==> src/rtl/rtc_alarm_irq_pkg.sv <==
package rtc_alarm_irq_pkg;
   localparam int STAT_W    = 8;
   localparam int NUM_EVT   = 3;
   localparam int EVT_UPD   = 0;
   localparam int EVT_ALM   = 1;
   localparam int EVT_PER   = 2;
   localparam int FLAG_LSB  = 4;
   localparam int SUM_BIT   = 7;
   localparam int NUM_FIELD = 3;
endpackage

==> src/rtl/rtc_alarm_field_cmp.sv <==
module rtc_alarm_field_cmp #(
   parameter int FIELD_W   = 8,
   parameter int WILD_BITS = 2,
   parameter bit WILD_EN   = 1'b1
) (
   input  logic [FIELD_W-1:0] cur,
   input  logic [FIELD_W-1:0] alm,
   output logic               hit
);
   logic wild;

   generate
      if (WILD_EN) begin : g_wild
         assign wild = &alm[FIELD_W-1 -: WILD_BITS];
      end else begin : g_exact
         assign wild = 1'b0;
      end
   endgenerate

   assign hit = wild | (cur == alm);
endmodule

==> src/rtl/rtc_alarm_match.sv <==
module rtc_alarm_match #(
   parameter int FIELD_W    = 8,
   parameter int NUM_FIELDS = 3,
   parameter int WILD_BITS  = 2,
   parameter bit WILD_EN    = 1'b1
) (
   input  logic [NUM_FIELDS*FIELD_W-1:0] cur_vec,
   input  logic [NUM_FIELDS*FIELD_W-1:0] alm_vec,
   output logic                          all_hit
);
   logic [NUM_FIELDS-1:0] hits;

   generate
      for (genvar f = 0; f < NUM_FIELDS; f++) begin : g_field
         rtc_alarm_field_cmp #(
            .FIELD_W  (FIELD_W),
            .WILD_BITS(WILD_BITS),
            .WILD_EN  (WILD_EN)
         ) u_cmp (
            .cur(cur_vec[f*FIELD_W +: FIELD_W]),
            .alm(alm_vec[f*FIELD_W +: FIELD_W]),
            .hit(hits[f])
         );
      end
   endgenerate

   assign all_hit = &hits;
endmodule

==> src/rtl/rtc_irq_flag_bank.sv <==
module rtc_irq_flag_bank #(
   parameter int NUM_EVT = 3
) (
   input  logic               clk,
   input  logic               rst_n,
   input  logic [NUM_EVT-1:0] set_vec,
   input  logic [NUM_EVT-1:0] en_vec,
   input  logic               clr,
   output logic [NUM_EVT-1:0] flags,
   output logic               any_pending
);
   generate
      for (genvar e = 0; e < NUM_EVT; e++) begin : g_flag
         always_ff @(posedge clk or negedge rst_n) begin
            if (!rst_n)          flags[e] <= 1'b0;
            else if (set_vec[e]) flags[e] <= 1'b1;
            else if (clr)        flags[e] <= 1'b0;
         end
      end
   endgenerate

   assign any_pending = |(flags & en_vec);
endmodule

==> src/rtl/rtc_alarm_irq.sv <==
module rtc_alarm_irq
   import rtc_alarm_irq_pkg::*;
#(
   parameter int FIELD_W   = 8,
   parameter int WILD_BITS = 2,
   parameter bit WILD_EN   = 1'b1
) (
   input  logic               clk,
   input  logic               rst_n,
   input  logic               upd_end,
   input  logic               tick_per,
   input  logic [FIELD_W-1:0] cur_sec,
   input  logic [FIELD_W-1:0] cur_min,
   input  logic [FIELD_W-1:0] cur_hour,
   input  logic [FIELD_W-1:0] alm_sec,
   input  logic [FIELD_W-1:0] alm_min,
   input  logic [FIELD_W-1:0] alm_hour,
   input  logic               en_alarm,
   input  logic               en_periodic,
   input  logic               en_update,
   input  logic               stat_rd,
   output logic [STAT_W-1:0]  stat_data,
   output logic               irq_out
);
   localparam int VEC_W   = NUM_FIELD * FIELD_W;
   localparam int PAD_W   = FLAG_LSB;

   generate
      if (WILD_BITS < 1 || WILD_BITS > FIELD_W) begin : g_bad_wild
         $error("WILD_BITS must lie between 1 and FIELD_W");
      end
      if (FIELD_W < 4) begin : g_bad_field
         $error("FIELD_W too small for a time byte");
      end
      if (FLAG_LSB + NUM_EVT > SUM_BIT) begin : g_bad_layout
         $error("status layout overlaps the summary bit");
      end
   endgenerate

   logic [VEC_W-1:0]   cur_vec, alm_vec;
   logic               time_hit;
   logic [NUM_EVT-1:0] set_vec, en_vec, flags;
   logic               pending;

   assign cur_vec = {cur_hour, cur_min, cur_sec};
   assign alm_vec = {alm_hour, alm_min, alm_sec};

   rtc_alarm_match #(
      .FIELD_W   (FIELD_W),
      .NUM_FIELDS(NUM_FIELD),
      .WILD_BITS (WILD_BITS),
      .WILD_EN   (WILD_EN)
   ) u_match (
      .cur_vec(cur_vec),
      .alm_vec(alm_vec),
      .all_hit(time_hit)
   );

   always_comb begin
      set_vec          = '0;
      set_vec[EVT_UPD] = upd_end;
      set_vec[EVT_ALM] = upd_end & time_hit;
      set_vec[EVT_PER] = tick_per;
      en_vec           = '0;
      en_vec[EVT_UPD]  = en_update;
      en_vec[EVT_ALM]  = en_alarm;
      en_vec[EVT_PER]  = en_periodic;
   end

   rtc_irq_flag_bank #(
      .NUM_EVT(NUM_EVT)
   ) u_flags (
      .clk        (clk),
      .rst_n      (rst_n),
      .set_vec    (set_vec),
      .en_vec     (en_vec),
      .clr        (stat_rd),
      .flags      (flags),
      .any_pending(pending)
   );

   assign stat_data = {pending, flags, {PAD_W{1'b0}}};
   assign irq_out   = pending;
endmodule

==> config.mk <==
export PLATFORM = sky130hd
export DESIGN_NAME = rtc_alarm_irq
export DESIGN_NICKNAME = d
export VERILOG_FILES = /design/src/rtl/rtc_alarm_irq_pkg.sv /design/src/rtl/rtc_alarm_field_cmp.sv /design/src/rtl/rtc_alarm_match.sv /design/src/rtl/rtc_irq_flag_bank.sv /design/src/rtl/rtc_alarm_irq.sv
export SDC_FILE = /design/constraint.sdc
export NUM_CORES = 1
export LEC_CHECK = 0
export BUFFER_PORTS_ARGS = -buffer_cell sky130_fd_sc_hd__buf_2
export CAP_MARGIN = 20
export CORE_UTILIZATION = 25
export DETAILED_ROUTE_END_ITERATION = 8
export PLACE_DENSITY = 0.81
export RECOVER_POWER = 50
export SETUP_SLACK_MARGIN = 0.02
export SLEW_MARGIN = 20
export SYNTH_ARGS = -nofsm -noshare
export SYNTH_HDL_FRONTEND = slang
export SYNTH_SLANG_ARGS = --single-unit
export TNS_END_PERCENT = 50
==> constraint.sdc <==
create_clock -name clk -period 3.1 [get_ports clk]
set_input_delay 0.62 -clock clk [delete_from_list [all_inputs] [get_ports clk]]
set_output_delay 0.62 -clock clk [all_outputs]
set_load 0.03 [all_outputs]
**Word-level counts from Yosys, hierarchy flattened**

Index checks and enable logic that the tools add are counted.
W data, S select, Z words.

- Memories: 0
- Bits in writable memories: 0
- Bits in registers: 3
- Bits in read-only memories: 0
- Input port bits: 56
- Bits in latches: 0

- Multiply operators: 0
- Muxes and demuxes: 4
- Equal/unequal tests: 3
- Add/subtract/negate cells: 0
- Shift operators: 0
- Reduce and logical (&&, ||, !) cells: 8
- Div/mod/pow operators: 0
- Bitwise operators: 5
- $lt $le $gt $ge: 0

Operators with widths:

| operator | count |
|---|---|
| $eq A8 B8 Y1 | 3 |
| $reduce_and A2 Y1 | 3 |
| $reduce_bool A2 Y1 | 3 |
| $mux W1 | 4 |
| $and A3 B3 Y3 | 1 |
| $or A1 B1 Y1 | 3 |
| $reduce_and A3 Y1 | 1 |
| $reduce_or A3 Y1 | 1 |
| $and A1 B1 Y1 | 1 |

**Longest topological paths before layout**

- Word-level depth: 5
- Gate-level depth with buffers: 4
- Gate-level depth less buffers: 4

**By module**

Synthesis repeated with hierarchy kept, for this count alone.

- Cells, all modules: 53
- Area total of the unflattened synthesis: 444.2 µm²

By module, submodules not included:

| module | times used | cells an instance | area each (µm²) |
|---|---|---|---|
| rtc_alarm_field_cmp | 3 | 12 | 91.3 |
| rtc_irq_flag_bank | 1 | 9 | 116.4 |
| rtc_alarm_irq | 1 | 7 | 47.5 |
| rtc_alarm_match | 1 | 1 | 6.3 |

**Worst setup path after synthesis**

Ideal clock, no wire load.

- Kind: input -> output
- Start: in en_update
- End: out stat_data[7]
- Setup slack: 1.158 ns
- Data arrival time: 1.322 ns
- Required time: 2.480 ns
- Stages on the path: 3
- Cell sequence: a222oi_1 -> inv_1 -> buf_4

- Cells in the longest elaborated chain, start to end: 2

RTL lines:

| element | line | RTL |
|---|---|---|
| start: declaration | rtc_alarm_irq.sv:20 | `input logic en_update,` |
| $and A3 B3 Y3 | rtc_irq_flag_bank.sv:22 | `assign any_pending = \|(flags & en_vec);` |
| $reduce_or A3 Y1 | rtc_irq_flag_bank.sv:22 |  |
| end: declaration | rtc_alarm_irq.sv:22 | `output logic [STAT_W-1:0] stat_data,` |

No other way between the ends.

**Worst setup path in the final report**

- Start: in en_update
- End: out irq_out

- Cells in the longest elaborated chain, start to end: 2

RTL lines:

| element | line | RTL |
|---|---|---|
| $and A3 B3 Y3 | rtc_irq_flag_bank.sv:22 |  |
| $reduce_or A3 Y1 | rtc_irq_flag_bank.sv:22 |  |
| end: declaration | rtc_alarm_irq.sv:23 | `output logic irq_out` |

No other way between the ends.

==> impl_metrics.yaml <==
clock_network:
  insertion_delay_ns: 0.22
  cts_tree: "done"
  clk_pin_slew_worst_paths_ns: 0.04
  cts.path.max_buffers: 2
  htree_levels: 1
  ctsHoldBuffers: 0
  cts_setup_buffers: 0
  clock-sinks: 3
  post_cts_resized: 0
  cts_buffers: 3
  clock-root-buffer: "clkbuf_4"
worst_setup_path:
  worstPathArrival_ns: 1.30
  critPathKind: "in2out"
  path_common_cell: "buf_2"
  critPathBufInv: 3
  startpoint_type: "input port"
  end_kind: "primary output"
  crit_fanout: 2
  crit_path_top_delay_cell: "a222oi_1"
  critPathTopFamily: "buffers and inverters"
  slowest_delay_ns: 0.31
  critPathRequiredTime_ns: 2.48
  crit_path_cell_trace: "buf_2 > a222oi_1 > inv_1 > buf_2"
sta:
  finalCritPeriodShare_pct: 61.9
  setup_viol: 0
  maxSlewViolCount: 0
  setup_tns_ns: 0
  clock_skew_ns: 0
  rsz0062_at_grt: "no"
  fmax_mhz: 521
  finalCriticalPeriod_ns: 1.92
  hold_violations: 0
pwr:
  p_int_uw: 134
  seqPwrFrac_pct: 21.4
  ir_drop_mv: 0.157
  switching_power_uw: 66.5
  power.leakage_uw: 0.000444
  combinationalPowerShare_pct: 45.0
  p_per_area_mw_per_mm2: 264
  clockPowerShare_pct: 33.6
  p_sw_share_pct: 33.1
run_status:
  violations: "DRC"
  outcome: "finished with violations"
synth:
  ys_types: 11
  yosysMostFrequentCell: "xor2_1"
  yosysWarningCount: 0
  synth_edf_count: 0
  synth.area.top_cells: "xor2_1, dfrtp_1, buf_4"
  netlist.area_leader.share_pct: 47.5
  synthesis.instances: 50
  syn_area_per_cell_um2: 8.86
  yosysSeqAreaShare_pct: 16.9
  synth_commonest_cells: "xor2_1, nor4_1, buf_4"
  synth_area_leader_cell: "xor2_1"
  synth_flop_cell: "dfrtp_1"
  async_reset_ff_share_pct: 100
  ys_ff_latch: 3
  synth_area_um2: 443
layout:
  drive_above_1_share_pct: 56.3
  antenna_cells: 0
  finalNonFillerCells: 128
  largest_register_ffs: 3
  area_growth_pct: 72.0
  final_util_pct: 48.3
  regMostFlops: "u_flags.flags"
  largestRegisters: "u_flags.flags: 3 flops"
  nets: 169
floorplanning:
  io_pins: 65
  die_y_um: 44.1
  num_rows: 14
  start_util_pct: 28.1
  coreArea_mm2: 0.00158
  die_x_um: 44.1
  die_area_mm2: 0.00194
route:
  drc_errors: 4
  routedWlPerCell_um: 9.02
  routed_wl_um: 1150
  viasPerCell: 4.45
  first_iter_violations: 15
  vias: 569
  dr.pass1.iters: 6
  antenna_left: 0
global_route:
  antenna_found_initial: 0
  grt_pass1_wl_um: 1920
  overflow: 0
  grt_pass1_vias: 549
  grt_usage_pct: 13.3
  grt_max_degree: 4
placed_design:
  dp.final_hpwl_um: 1060
  dpl.cell_count: 124
  gp_congestion: 0.673
  port_buffers: 60
min_path:
  hold_class: "in2async"
run:
  drv_cap: 0
==> final cells by class <==
type	instances	area [um^2]
multi-input cells	42	330
flip-flops and latches	3	75.1
well taps	16	20.0
repair buffers	60	299
clock buffers	4	26.3
fillers	168	815
inverters	3	11.3
==> kinds of logic after synthesis <==
family                    Yosys count  synth area share (%)
AOI/OAI and AO/OA                   7                  14.4
xor gates and xnor gates           24                  47.5
buffers and inverters               8                  11.0
DFF                                 3                  16.9
other                               1                 0.847
and+or+nand+nor                     7                  9.32
==> power groups by stage <==
| stage | Sequential [uW] | Combinational (uW) | Clock, uW |
|---|---|---|---|
| 2_1_floorplan | 47.1 | 45.1 | 0 |
| 3_3_place_gp | 43.1 | 89.0 | 0 |
| 3_5_place_dp | 43.3 | 91.5 | 0 |
| 4_1_cts | 42.9 | 91.8 | 71.6 |
| 5_1_grt | 43.2 | 100 | 79.1 |
| 6_report | 42.9 | 90.4 | 67.5 |
==> cells in the final DEF (no fill, tap or decap) <==
cell type	count
clkbuf_1	2
buf_2	59
o41ai_2	1
xor2_1	24
a222oi_1	1
nor4_1	6
conb_1	4
a22oi_1	3
nand2_1	1
clkbuf_4	3
dfrtp_1	3
inv_1	3
a21o_1	2
==> path summary, 6_finish.rpt <==
kind | from | endpoint | slack [ns] | depth (start not counted)
max in group asynchronous | rst_n | u_flags.flags[1] | 2.75 | 1
worst max-delay path | en_update | irq_out | 1.18 | 4
worst max register to register | u_flags.flags[2] | u_flags.flags[2] | 2.41 | 1
worst min-delay path | rst_n | u_flags.flags[2] | 0.19 | 1
min in group clk | u_flags.flags[0] | u_flags.flags[0] | 0.51 | 1
worst min register to register | u_flags.flags[0] | u_flags.flags[0] | 0.51 | 1
==> metal layers <==
metal  vias up  global-route usage [%]  part of all wire [%]
li1        288                       -                     -
met1       238                    11.1                    30
met2        43                    27.6                    58
met3         0                    4.08                    12
met4         0                    5.45                     0
met5         -                       0                     0
==> through the flow <==
step / hold WS (ns) / cell area, um^2 / worst slack [ns] / power [uW]
after floorplan: 0.324 / 454 / 1.16 / 92.2
after global placement: 0.415 / 737 / 1.18 / 132
after detailed placement: 0.419 / 737 / 1.17 / 135
after CTS: 0.170 / 763 / 1.17 / 206
after global routing: 0.189 / 762 / 1.08 / 222
final: 0.191 / 762 / 1.18 / 201
(Power assumes the default switching activity.)
